File: src/rtl/timing_watch_pkg.sv
package timing_watch_pkg;
  // Strobes passed from control to datapath
  typedef struct packed {
    logic active;  // timing present
    logic rise;    // synchronized timing rise seen this cycle
  } tmStrobe_t;
endpackage

File: src/rtl/timing_watch_ctrl.sv
module timing_watch_ctrl
  import timing_watch_pkg::*;
#(
  parameter int SYNC_STAGES = 2,
  parameter int LOSS_LIMIT  = 16
) (
  input  logic      clk,
  input  logic      rstN,
  input  logic      timingIn,
  output tmStrobe_t strb
);
  localparam int CNT_W = $clog2(LOSS_LIMIT + 1);
  localparam logic [CNT_W-1:0] LAST_CNT = CNT_W'(LOSS_LIMIT - 1);

  // synchronizer stages plus one extra stage for edge detection
  logic [SYNC_STAGES:0] syncChain;
  logic [CNT_W-1:0]     idleCnt;
  logic                 activeQ;
  logic                 riseNow;

  always_ff @(posedge clk or negedge rstN) begin
    if (!rstN) syncChain <= '0;
    else       syncChain <= {syncChain[SYNC_STAGES-1:0], timingIn};
  end

  assign riseNow = syncChain[SYNC_STAGES-1] & ~syncChain[SYNC_STAGES];

  always_ff @(posedge clk or negedge rstN) begin
    if (!rstN) begin
      idleCnt <= LAST_CNT;
      activeQ <= 1'b0;
    end else if (riseNow) begin
      idleCnt <= '0;
      activeQ <= 1'b1;
    end else if (idleCnt == LAST_CNT) begin
      activeQ <= 1'b0;
    end else begin
      idleCnt <= idleCnt + 1'b1;
    end
  end

  assign strb.active = activeQ;
  assign strb.rise   = riseNow;

  AST_RISE_ACTIVATES: assert property (@(posedge clk) disable iff (!rstN)
    riseNow |=> activeQ);
  AST_DROP_ONLY_IDLE: assert property (@(posedge clk) disable iff (!rstN)
    $fell(activeQ) |-> $past(!riseNow));
  AST_CNT_BOUND: assert property (@(posedge clk) disable iff (!rstN)
    idleCnt <= LAST_CNT);
endmodule

File: src/rtl/timing_watch_dp.sv
module timing_watch_dp
  import timing_watch_pkg::*;
(
  input  logic      clk,
  input  logic      rstN,
  input  tmStrobe_t strb,
  input  logic      stuffErrStrobe,
  input  logic      cmpErrIn,
  input  logic      dataIn,
  output logic      gatedData,
  output logic      outOfTol,
  output logic      errOut
);
  logic stuffErrQ;
  logic cmpErrMasked;

  // stuff error flag: held in its no-error state while timing is missing
  always_ff @(posedge clk or negedge rstN) begin
    if (!rstN)            stuffErrQ <= 1'b0;
    else if (!strb.active) stuffErrQ <= 1'b0;
    else                  stuffErrQ <= stuffErrStrobe;
  end

  assign cmpErrMasked = cmpErrIn & strb.active;
  assign gatedData    = dataIn & strb.active;
  assign outOfTol     = ~strb.active;
  assign errOut       = (stuffErrQ & strb.active) | cmpErrMasked;

  AST_GATE_LOW: assert property (@(posedge clk) disable iff (!rstN)
    outOfTol |-> !gatedData);
  AST_STUFF_PRESET: assert property (@(posedge clk) disable iff (!rstN)
    $past(!strb.active) |-> !stuffErrQ);
  AST_ERR_MASKED: assert property (@(posedge clk) disable iff (!rstN)
    outOfTol |-> !errOut);
  AST_CMP_PASS: assert property (@(posedge clk) disable iff (!rstN)
    (!outOfTol && cmpErrIn) |-> errOut);
endmodule

File: src/rtl/timing_watch.sv
module timing_watch
  import timing_watch_pkg::*;
#(
  parameter int BIT_CLKS  = 4,
  parameter int LOSS_BITS = 4
) (
  input  logic clk,
  input  logic rstN,
  input  logic timingIn,
  input  logic stuffErrStrobe,
  input  logic cmpErrIn,
  input  logic dataIn,
  output logic gatedData,
  output logic outOfTol,
  output logic errOut
);
  localparam int LOSS_LIMIT = BIT_CLKS * LOSS_BITS;

  tmStrobe_t strb;

  timing_watch_ctrl #(.SYNC_STAGES(2), .LOSS_LIMIT(LOSS_LIMIT)) u_ctrl (
    .clk      (clk),
    .rstN     (rstN),
    .timingIn (timingIn),
    .strb     (strb)
  );

  timing_watch_dp u_dp (
    .clk            (clk),
    .rstN           (rstN),
    .strb           (strb),
    .stuffErrStrobe (stuffErrStrobe),
    .cmpErrIn       (cmpErrIn),
    .dataIn         (dataIn),
    .gatedData      (gatedData),
    .outOfTol       (outOfTol),
    .errOut         (errOut)
  );

  AST_RESET_OOT: assert property (@(posedge clk)
    !rstN |=> (outOfTol || rstN));
endmodule

File: config.mk
export PLATFORM = sky130hd
export DESIGN_NAME = timing_watch
export DESIGN_NICKNAME = d
export VERILOG_FILES = /design/src/rtl/timing_watch_pkg.sv /design/src/rtl/timing_watch_ctrl.sv /design/src/rtl/timing_watch_dp.sv /design/src/rtl/timing_watch.sv
export SDC_FILE = /design/constraint.sdc
export NUM_CORES = 1
export LEC_CHECK = 0
export BUFFER_PORTS_ARGS = -buffer_cell sky130_fd_sc_hd__buf_2
export CAP_MARGIN = 10
export CORE_AREA = 8 8 45 47
export CTS_BUF_LIST = sky130_fd_sc_hd__clkbuf_16
export DETAILED_ROUTE_END_ITERATION = 10
export DIE_AREA = 0 0 53 55
export PLACE_DENSITY_LB_ADDON = 0.1
export SYNTH_ARGS = -nofsm -noshare
export SYNTH_HDL_FRONTEND = slang
export SYNTH_SLANG_ARGS = --single-unit
File: constraint.sdc
create_clock -name clk -period 3.8 [get_ports clk]
set_input_delay 0.76 -clock clk [delete_from_list [all_inputs] [get_ports clk]]
set_output_delay 0.76 -clock clk [all_outputs]
set_load 0.005 [all_outputs]
# Word-level counts from Yosys, hierarchy flattened
# Cells that the tools add are included.
# totals
in_bits	6
ff_bits	10
out_inout_bits	3
# op_classes
n_mux	5
add_sub_neg	1
n_reduce_logical	1
n_eq_ne	2
bitwise_logic	7
# op_table
op	count
5-bit two-way mux	2
5-bit by 1-bit adder with 5-bit output, second input constant	1
5-bit by 4-bit == test with 1-bit output, second input constant	1
1-bit AND	4
1-bit two-way mux	3
2-bit by 1-bit != test with 1-bit output, second input constant	1
1-bit inverter	2
2-bit nonzero test	1
1-bit bitwise OR	1

# Logic depth before layout (Yosys ltp)
# Gate-level depths: netlist of the first run.
# depth
word_depth	3
mapped_depth	7
ltp_nobuf	6

# Modules after synthesis
# Synthesis of the first run repeated with hierarchy kept, for this count alone.
# unflattened
cells_unflattened	38
area_unflattened_um2	459.2
# modules_own_cells
module	n_inst	area_each_um2	seq_area_each_um2	cells_per_inst
timing_watch_ctrl	1	410.4	230.2	33
timing_watch_dp	1	48.8	25.0	5

# Worst setup path before layout of the first run
# Ideal clock, no wire load.
# synth_path
kind	input port to output port
from	in dataIn
to	out gatedData
arrival_ps	885
n_path_buf	0
cell_stages	1
path_slack_ps	2155
required_time_ps	3040
path_cell_list	and2_1
# synth_via
elab_chain_len	1
# synth_rtl
element	line	source
start: declaration	timing_watch.sv:12	input logic dataIn,
1-bit AND	timing_watch_dp.sv:25	assign gatedData = dataIn & strb.active;
end: declaration	timing_watch.sv:13	output logic gatedData,
# Every way passes these cells.

# Worst setup path after layout of the first run
# layout_path
from	in cmpErrIn
to	out errOut
# layout_via
elab_chain_len	2
# layout_rtl
element	line	source
start: declaration	timing_watch.sv:11	input logic cmpErrIn,
1-bit AND	timing_watch_dp.sv:24	assign cmpErrMasked = cmpErrIn & strb.active;
1-bit bitwise OR	timing_watch_dp.sv:27	assign errOut = (stuffErrQ & strb.active) | cmpErrMasked;
end: declaration	timing_watch.sv:15	output logic errOut
# Every way passes these cells.

==> results of run 1 <==
## per-layer routing
metal / track usage, % / vias up / wire, um / part of all wire [%]
li1: - / 130 / - / -
met1: 5.60 / 126 / 280 / 41
met2: 8.98 / 7 / 331 / 48
met3: 3.74 / 4 / 51 / 7.4
met4: 6.47 / 0 / 27 / 3.9
met5: 0 / - / 0 / 0
## worst max-delay path: cells and delay by family
family,cells,cell delay (ns)
buffers and inverters,2,0.21
AND/OR/NAND/NOR,2,0.16
## synth_stat cells (all sizes together)
cell type / instances / area (um^2)
dfstp: 4 / 105
a21oi: 1 / 5.00
nor2: 8 / 30.0
mux2i: 1 / 10.0
buf: 1 / 11.3
xnor2: 1 / 8.76
nand4b: 1 / 23.8
and3: 1 / 6.26
xor2: 2 / 17.5
o21bai: 1 / 7.51
ha: 2 / 25.0
inv: 2 / 7.51
nor2b: 2 / 15.0
dfrtp: 6 / 150
and2: 2 / 12.5
## area by class of cell
class / instances / share of cell area [%]
flip-flops and latches: 10 / 45.6
multi-input cells: 22 / 28.9
clock buffers: 3 / 13.4
repair buffers: 8 / 7.16
well taps: 16 / 3.58
inverters: 2 / 1.34
## stage by stage
step / hold slack [ns] / cell area (um^2)
after floorplan: 0.331 / 435
after global placement: 0.344 / 484
after detailed placement: 0.337 / 484
after CTS: 0.355 / 559
after global routing: 0.369 / 559
final: 0.349 / 559
## flip-flops by register name, summed over array words and instances (netlist names)
signal            count
u_ctrl.syncChain      3
u_dp.stuffErrQ        1
u_ctrl.activeQ        1
u_ctrl.idleCnt        5
## cell usage in the layout (no fill, tap or decap)
| cell type | count |
|---|---|
| xor2_1 | 2 |
| nand4b_4 | 1 |
| dfstp_2 | 4 |
| and3_1 | 1 |
| nor2b_2 | 1 |
| buf_2 | 8 |
| nor2_1 | 8 |
| o21bai_1 | 1 |
| ha_1 | 2 |
| clkbuf_16 | 3 |
| and2_1 | 2 |
| inv_1 | 2 |
| xnor2_1 | 1 |
| mux2i_1 | 1 |
| dfrtp_1 | 6 |
| nor2b_1 | 1 |
| a21oi_1 | 1 |
## logic make-up after synthesis
family	share of synthesized area (%)
simple gates	20.1
flops	58.6
xor+xnor	6.04
buf+inv	4.31
compound gates	2.87
fa+ha+maj	5.75
mux	2.30
## power breakdown
part | internal (mW) | switching, mW
clock network | 0.136 | 0.0424
registers | 0.141 | 0.0212
logic | 0.0288 | 0.0241
total | 0.306 | 0.0877
## final timing paths
kind | start | endpoint | slack (ns) | depth (start not counted)
min in group asynchronous | rstN | u_dp.stuffErrQ | 0.38 | 1
max reg2reg | u_ctrl.idleCnt[0] | u_ctrl.idleCnt[3] | 2.10 | 6
max | cmpErrIn | errOut | 1.91 | 4
min reg2reg | u_ctrl.syncChain[0] | u_ctrl.syncChain[1] | 0.35 | 0
min | u_ctrl.syncChain[0] | u_ctrl.syncChain[1] | 0.35 | 0
max in group asynchronous | rstN | u_ctrl.idleCnt[0] | 3.17 | 1
==> impl_metrics.csv, run 1 <==
group,metric,value,unit
route,drt-initial-drc-count,0,
timing,rsz0062_at_grt,"no",
clock_tree,insertion_delay,0.23,ns
power_and_ir_drop,ir_worst_vdd,0.390,mV
clock_tree,cts_made_buffers,3,
power_and_ir_drop,powerDensity,704,mW/mm^2
grt,grt_pass1_wl,1210,um
floorplan,io_pins,9,
run_status,status,"completed",
floorplan,chipHeight,55,um
final_layout,antenna_cells,0,
final_layout,multi_input_area,161,um^2
floorplan,core_area,0.00138,mm^2
worst_setup_path,cp-end-kind,"primary output",
final_layout,nNetsFinal,55,
worst_setup_path,cp.arrival,1.13,ns
grt,grt_pass1_vias,295,
grt,antenna_found_initial,0,
floorplan,die_area,0.00292,mm^2
timing,tightest_slew,0.372,ns
final_layout,synthToLayoutAreaGrowth,28.4,%
synth,yosys_warnings,0,
worst_setup_path,cp_slowest_cell,"buf_2",
timing,min_period_over_period,49.7,%
worst_setup_path,critPathMaxStageDelay,0.12,ns
synth,synthCells,35,
worst_setup_path,path_max_fanout,1,
route,detail_route.first_pass.iterations,1,
route,wl,690,um
clock_tree,clk_path_buf_depth,2,
route,route.detailed.drc,0,
synth,ys_seq_area_share,58.6,%
timing,fmax,530,MHz
power_and_ir_drop,leakage,0.280,nW
clock_tree,clock_sinks,10,
power_and_ir_drop,power,0.394,mW
min_path,hold_class,"reg2reg",
placed_design,dp_slack,1.91,ns
floorplan,fp.dieW,53,um
grt,grt_use_total,6.12,%
timing,setup_viol,0,
grt,grt_max_degree,11,
final_layout,seq_area,255,um^2
worst_setup_path,crit_type,"in2out",
worst_setup_path,cp_data_required_time,3.04,ns
worst_setup_path,startpoint_type,"input pin",
synth,synth_nets,43,
synth,yosysUniqueCellTypes,16,
clock_tree,cts.htree.levels,1,
clock_tree,postCtsSetupRepairBufs,0,
placed_design,dp.cells,58,
route,route.vias.total,267,
synth,syn_avg_cell_area,12.4,um^2
clock_tree,cts_tree,"done",
final_layout,fillers,136,
floorplan,start_util,31.5,%
route,avgViaCountPerCell,4.38,
job,maxCapViolCount,0,
timing,timing.slew.headroom,75.1,%
timing,fin_setup_tns,0,ns
clock_tree,cts-resized-gates,0,
final_layout,finalNonFillerCells,61,
timing,slew_violations,0,
final_layout,drive_above_1_share,37.8,%
final_layout,post-route-util,40.4,%
synth,netlist_area,435,um^2
timing,fin_skew,0.00206,ns
timing,min_period,1.89,ns
grt,grt.overflow.total,0,
clock_tree,path_clk_slew,0.04,ns
synth,ys_ff_latch,10,
route,ant_nets,0,
floorplan,row_count,14,
placed_design,io_buffers,8,
placed_design,gp_congestion,0.647,
clock_tree,cts_root_buffer,"clkbuf_16",
timing,worst_slack,1.91,ns
clock_tree,holdBufCountCts,0,
worst_setup_path,path_cells,"buf_2, nor2_1, nor2_1, buf_2",
timing,finalHoldViolCount,0,
route,routed_wire_length_per_instance,11.3,um
(Power assumes the default switching activity.)
==> run 2: changes to the inputs <==
clock period = 2 ns   (was 3.8 ns; I/O delays follow)
==> run 2 against run 1 <==
  * Flip-flop and latch count unchanged
  * Setup slack worse by 1.5 ns
  * Combinational power is 93% higher
  * Critical path type is now reg2reg
  * Highest routed layer unchanged
==> impl_metrics.csv, run 2 (synthesis results as in run 1) <==
group,metric,value,unit
final_layout,drive_above_1_share,38.3,%
route,drt-initial-drc-count,0,
final_layout,largestRegisters,"u_ctrl.idleCnt: 5 flops, u_ctrl.syncChain: 3 flops",
timing,rsz0062_at_grt,"no",
route,wl,705,um
clock_tree,path_clk_slew,0.04,ns
floorplan,row_count,14,
clock_tree,cts_made_buffers,3,
timing,finalHoldViolCount,0,
power_and_ir_drop,power,0.757,mW
floorplan,start_util,31.5,%
worst_setup_path,regToRegEndpoint,"u_ctrl.idleCnt[2]",
floorplan,fp.dieW,53,um
worst_setup_path,r2r-start,"u_ctrl.idleCnt[0]",
clock_tree,insertion_delay,0.23,ns
final_layout,final_cell_mix,"nor2_1, buf_2, dfrtp_1, dfstp_2, clkbuf_16",
clock_tree,postCtsSetupRepairBufs,0,
worst_setup_path,path_cells,"ha_1, and3_1, ha_1, buf_4, nor2b_2, xnor2_1, nor2_1",
final_layout,antenna_cells,0,
grt,grt_use_total,6.39,%
worst_setup_path,cp_data_required_time,2.15,ns
floorplan,core_area,0.00138,mm^2
final_layout,largest-register,"u_ctrl.idleCnt",
worst_setup_path,critPathMaxStageDelay,0.57,ns
final_layout,nNetsFinal,56,
grt,antenna_found_initial,0,
floorplan,io_pins,9,
timing,fin_skew,0.00301,ns
final_layout,largest_reg_flops,5,
worst_setup_path,cp-end-kind,"flop",
timing,fmax,628,MHz
route,routed_wire_length_per_instance,11.2,um
clock_tree,holdBufCountCts,0,
route,route.detailed.drc,0,
placed_design,io_buffers,8,
placed_design,gp_congestion,0.680,
worst_setup_path,critPathLaunch,"u_ctrl.idleCnt[0]",
clock_tree,cts-resized-gates,0,
timing,worst_slack,0.407,ns
job,maxCapViolCount,0,
timing,fin_setup_tns,0,ns
timing,setup_viol,0,
clock_tree,cts_tree,"done",
timing,min_period,1.59,ns
floorplan,die_area,0.00292,mm^2
clock_tree,clock_sinks,10,
grt,grt_pass1_wl,1350,um
clock_tree,cts.htree.levels,1,
placed_design,dp_hpwl,542,um
worst_setup_path,cp_slowest_cell,"dfstp_2",
route,route.vias.total,272,
final_layout,fillers,140,
grt,grt.overflow.total,0,
worst_setup_path,path_max_fanout,5,
run_status,status,"completed",
timing,min_period_over_period,79.7,%
power_and_ir_drop,ir_worst_vdd,0.548,mV
clock_tree,clk_path_buf_depth,2,
grt,grt_pass1_vias,347,
worst_setup_path,cp.arrival,1.74,ns
timing,slew_violations,0,
worst_setup_path,crit_type,"reg2reg",
floorplan,chipHeight,55,um
worst_setup_path,startpoint_type,"flop",
worst_setup_path,r2r_cells,7,
worst_setup_path,path_buf_inv,1,
worst_setup_path,cp_top_family,"flip-flops",
clock_tree,cts_root_buffer,"clkbuf_16",
worst_setup_path,crit_cells,7,
min_path,hold_class,"in2async",
grt,grt_max_degree,11,
route,ant_nets,0,
worst_setup_path,cp-endpoint,"u_ctrl.idleCnt[2]",
worst_setup_path,rrSetupSlack,0.41,ns
route,detail_route.first_pass.iterations,1,
worst_setup_path,critPathMostFrequentCell,"ha_1",
power_and_ir_drop,leakage,0.287,nW
timing,timing.slew.headroom,74.5,%
route,avgViaCountPerCell,4.32,
power_and_ir_drop,powerDensity,1330,mW/mm^2
final_layout,synthToLayoutAreaGrowth,31.0,%
placed_design,dp_slack,0.402,ns
timing,tightest_slew,0.382,ns
[run 2: cell types whose count changed in the layout (fill, tap and decap cells not counted)]
| cell | previous run | this run |
|---|---|---|
| buf_4 | 0 | 1 |
| clkinv_1 | 0 | 1 |
[run 2: metrics by stage]
step / cell area (um^2) / hold WS (ns) / utilization, % / instances
finish: 571 / 0.0169 / 41.2 / 63
global route: 571 / 0.0364 / 41.2 / 63
CTS: 571 / 0.0213 / 41.2 / 63
detailed placement: 492 / 0.267 / 35.5 / 59
global placement: 492 / 0.265 / 35.5 / 59
floorplan: 435 / 0.104 / - / 35
[run 2: worst min path at each step]
stage	start	to	slack, ns	cells past startpoint
detailed placement	rstN	u_dp.stuffErrQ	0.27	1
finish	rstN	u_ctrl.idleCnt[4]	0.02	1
global placement	rstN	u_dp.stuffErrQ	0.26	1
CTS	rstN	u_ctrl.idleCnt[4]	0.02	1
floorplan	rstN	u_ctrl.activeQ	0.10	0
global route	rstN	u_ctrl.idleCnt[4]	0.04	1
[run 2: area by class of cell]
| type | count | area [um^2] | area share, % |
|---|---|---|---|
| clock buffers | 3 | 75.1 | 13.2 |
| inverters | 2 | 7.51 | 1.32 |
| flip-flops and latches | 10 | 255 | 44.7 |
| repair buffers | 9 | 47.5 | 8.33 |
| well taps | 16 | 20.0 | 3.51 |
| clock inverters | 1 | 3.75 | 0.658 |
| multi-input cells | 22 | 161 | 28.3 |
[run 2: routing by layer]
metal  wire length [um]  global-route usage (%)  share of wire, %  vias to the layer above
met3                 30                    2.67               4.3                        2
met5                  0                       0                 0                        -
met4                 17                    3.88               2.4                        0
met2                377                    11.3                53                        7
li1                   -                       -                 -                      135
met1                280                    6.07                40                      128
[run 2: report_power, final]
part / leakage (nW) / internal, mW / switching, mW / total [mW]
logic: 0.137 / 0.0556 / 0.0466 / 0.102
registers: 0.111 / 0.268 / 0.0403 / 0.309
clock network: 0.0385 / 0.261 / 0.0851 / 0.346
total: 0.287 / 0.585 / 0.172 / 0.757
==> run 3: changes to the inputs <==
ABC_AREA = 1   (was not set)
clock period = 1.6 ns   (was 2 ns; I/O delays follow)
==> run 3 against run 2 <==
  * Via count is 19% higher
  * Clock power is 26% higher
  * Largest power group unchanged
  * Critical path type unchanged
  * Final area is 2.9% higher
==> impl_metrics.csv, run 3 <==
group,metric,value,unit
worst_setup_path,startpoint_type,"flop",
timing,slew_violations,0,
synth,yosys-top-cells-count,"inv_1, nor2_1, nand2_1",
clock_tree,cts_root_buffer,"clkbuf_16",
synth,yosys_warnings,0,
synth,ys_ff_latch,10,
power_and_ir_drop,p_int,0.722,mW
worst_setup_path,critPathLaunch,"u_ctrl.idleCnt[0]",
final_layout,antenna_cells,0,
power_and_ir_drop,p_clk_share,46.2,%
synth,synth_top_area_cell,"dfrtp_1",
worst_setup_path,cp_data_required_time,1.76,ns
floorplan,start_util,30.7,%
floorplan,io_pins,9,
floorplan,row_count,14,
grt,grt_pass1_wl,1360,um
worst_setup_path,cp.arrival,1.63,ns
clock_tree,cts.htree.levels,1,
floorplan,core_area,0.00138,mm^2
synth,synth_top_area_share,35.3,%
final_layout,largest-register,"u_ctrl.idleCnt",
timing,finalHoldViolCount,0,
synth,synth_edf_count,0,
clock_tree,clock_sinks,10,
grt,grt_max_degree,11,
final_layout,largestRegisters,"u_ctrl.idleCnt: 5 flops, u_ctrl.syncChain: 3 flops",
grt,grt.overflow.total,0,
worst_setup_path,cp-end-kind,"flop",
grt,top_usage_layer,"met2",
worst_setup_path,crit_type,"reg2reg",
clock_tree,cts_tree,"done",
power_and_ir_drop,powerDensity,1610,mW/mm^2
final_layout,fillers,141,
final_layout,nNetsFinal,68,
synth,ys_seq_area_share,60.0,%
route,detail_route.first_pass.iterations,4,
min_path,hp-start,"timingIn",
final_layout,seq_area,255,um^2
timing,timing.slew.headroom,81.5,%
power_and_ir_drop,seq_power_share,39.8,%
grt,met1_usage,6.84,%
worst_setup_path,rrSetupSlack,0.13,ns
power_and_ir_drop,ir_worst_vdd,0.658,mV
clock_tree,path_clk_slew,0.04,ns
floorplan,die_area,0.00292,mm^2
route,drt-initial-drc-count,3,
placed_design,gp_congestion,0.764,
synth,yosysUniqueCellTypes,12,
synth,async_flop_share,100,%
power_and_ir_drop,p_sw_share,23.4,%
job,maxCapViolCount,0,
worst_setup_path,r2r-start,"u_ctrl.idleCnt[0]",
timing,tightest_slew,0.277,ns
synth,synth_nets,54,
final_layout,final_cell_mix,"inv_1, nor2_1, buf_2, nand2_1, dfrtp_1",
route,routed_wire_length_per_instance,10.9,um
power_and_ir_drop,leakage,0.304,nW
power_and_ir_drop,share_comb_of_total_power,14.1,%
route,ant_nets,0,
placed_design,placed_area,485,um^2
clock_tree,insertion_delay,0.23,ns
worst_setup_path,r2r_cells,6,
power_and_ir_drop,power.switching,0.220,mW
placed_design,io_buffers,8,
worst_setup_path,regToRegEndpoint,"u_ctrl.idleCnt[2]",
grt,use_met2,9.77,%
clock_tree,clk_path_buf_depth,2,
grt,gr-usage-met3,4.81,%
route,route.vias.total,325,
clock_tree,cts_made_buffers,3,
timing,min_period_over_period,91.8,%
final_layout,synthToLayoutAreaGrowth,37.9,%
min_path,hold_class,"in2reg",
timing,fmax,681,MHz
floorplan,chipHeight,55,um
timing,setup_viol,0,
final_layout,fin_area,587,um^2
timing,fin_skew,0.000860,ns
worst_setup_path,path_max_fanout,6,
final_layout,multi_input_area,149,um^2
timing,rsz0062_at_grt,"no",
synth,synthCells,46,
timing,fin_setup_tns,0,ns
clock_tree,postCtsSetupRepairBufs,0,
route,avgViaCountPerCell,4.33,
route,route.detailed.drc,0,
final_layout,drive_above_1_share,28.8,%
floorplan,fp.dieW,53,um
worst_setup_path,cp-endpoint,"u_ctrl.idleCnt[2]",
synth,ys.flop_type,"dfrtp_1",
synth,netlist_area,425,um^2
timing,min_period,1.47,ns
final_layout,largest_reg_flops,5,
grt,antenna_found_initial,0,
synth,syn_avg_cell_area,9.25,um^2
run_status,status,"completed",
grt,grt_pass1_vias,329,
route,wl,819,um
synth,synth.area.top_cells,"dfrtp_1, dfstp_2, inv_1",
grt,grt_use_total,7.00,%
-- run 3: metrics by stage --
stage / utilization [%] / cells / hold slack [ns] / worst slack (ns) / power [mW]
after floorplan: - / 46 / 0.0244 / 0.193 / 0.462
after global placement: 35.1 / 70 / 0.193 / 0.0485 / 0.507
after detailed placement: 35.1 / 70 / 0.192 / 0.0520 / 0.507
after CTS: 41.5 / 75 / 0.184 / 0.0399 / 0.960
after global routing: 42.4 / 75 / 0.179 / 0.0419 / 1.01
final: 42.4 / 75 / 0.191 / 0.131 / 0.942
-- run 3: critical path, cell delays in order, from the launching register on --
cell and delay (ns):
dfstp_2 0.53, ha_1 0.19, and3_1 0.20, ha_4 0.17
inv_1 0.08, a21oi_1 0.15, nor2_1 0.06
-- run 3: power by group through the flow --
stage,sequential [mW],combinational [mW],clock (mW)
2_1_floorplan,0.367,0.0951,0
3_3_place_gp,0.378,0.129,0
3_5_place_dp,0.379,0.128,0
4_1_cts,0.376,0.131,0.452
5_1_grt,0.384,0.156,0.466
6_report,0.375,0.132,0.435
-- run 3: metal layers --
| metal | vias up | wire length, um | part of all wire, % |
|---|---|---|---|
| li1 | 166 | - | - |
| met1 | 146 | 373 | 46 |
| met2 | 10 | 332 | 41 |
| met3 | 3 | 83 | 10 |
| met4 | 0 | 29 | 3.5 |
| met5 | - | 0 | 0 |
-- run 3: worst min-delay path by stage --
stage	slack, ns	depth (start not counted)	to
finish	0.19	1	u_ctrl.syncChain[0]
global route	0.18	1	u_ctrl.syncChain[0]
detailed placement	0.19	1	u_dp.stuffErrQ
global placement	0.19	1	u_ctrl.activeQ
CTS	0.18	1	u_ctrl.syncChain[0]
floorplan	0.02	0	u_ctrl.activeQ
-- run 3: layout make-up --
type | instances | area share, %
clock inverters | 1 | 0.640
inverters | 9 | 5.76
clock buffers | 3 | 12.8
multi-input cells | 27 | 25.4
repair buffers | 9 | 8.53
flip-flops and latches | 10 | 43.5
well taps | 16 | 3.41
-- run 3: what timing repair did --
| action | in CTS | in global routing |
|---|---|---|
| hold buffers | 1 | 0 |
| setup endpoints to repair | 0 | 5 |
| gates resized for setup | 0 | 2 |
| endpoints found under the hold margin | 6 | 0 |
-- run 3: kinds of logic (layout without fill, tap and decap cells) --
logic type / count (synthesis) / in the layout / share of synthesized area (%)
simple gates: 20 / 20 / 20.3
flops: 10 / 10 / 60.0
buf+inv: 9 / 22 / 7.94
fa+ha+maj: 2 / 2 / 5.88
compound gates: 5 / 5 / 5.88
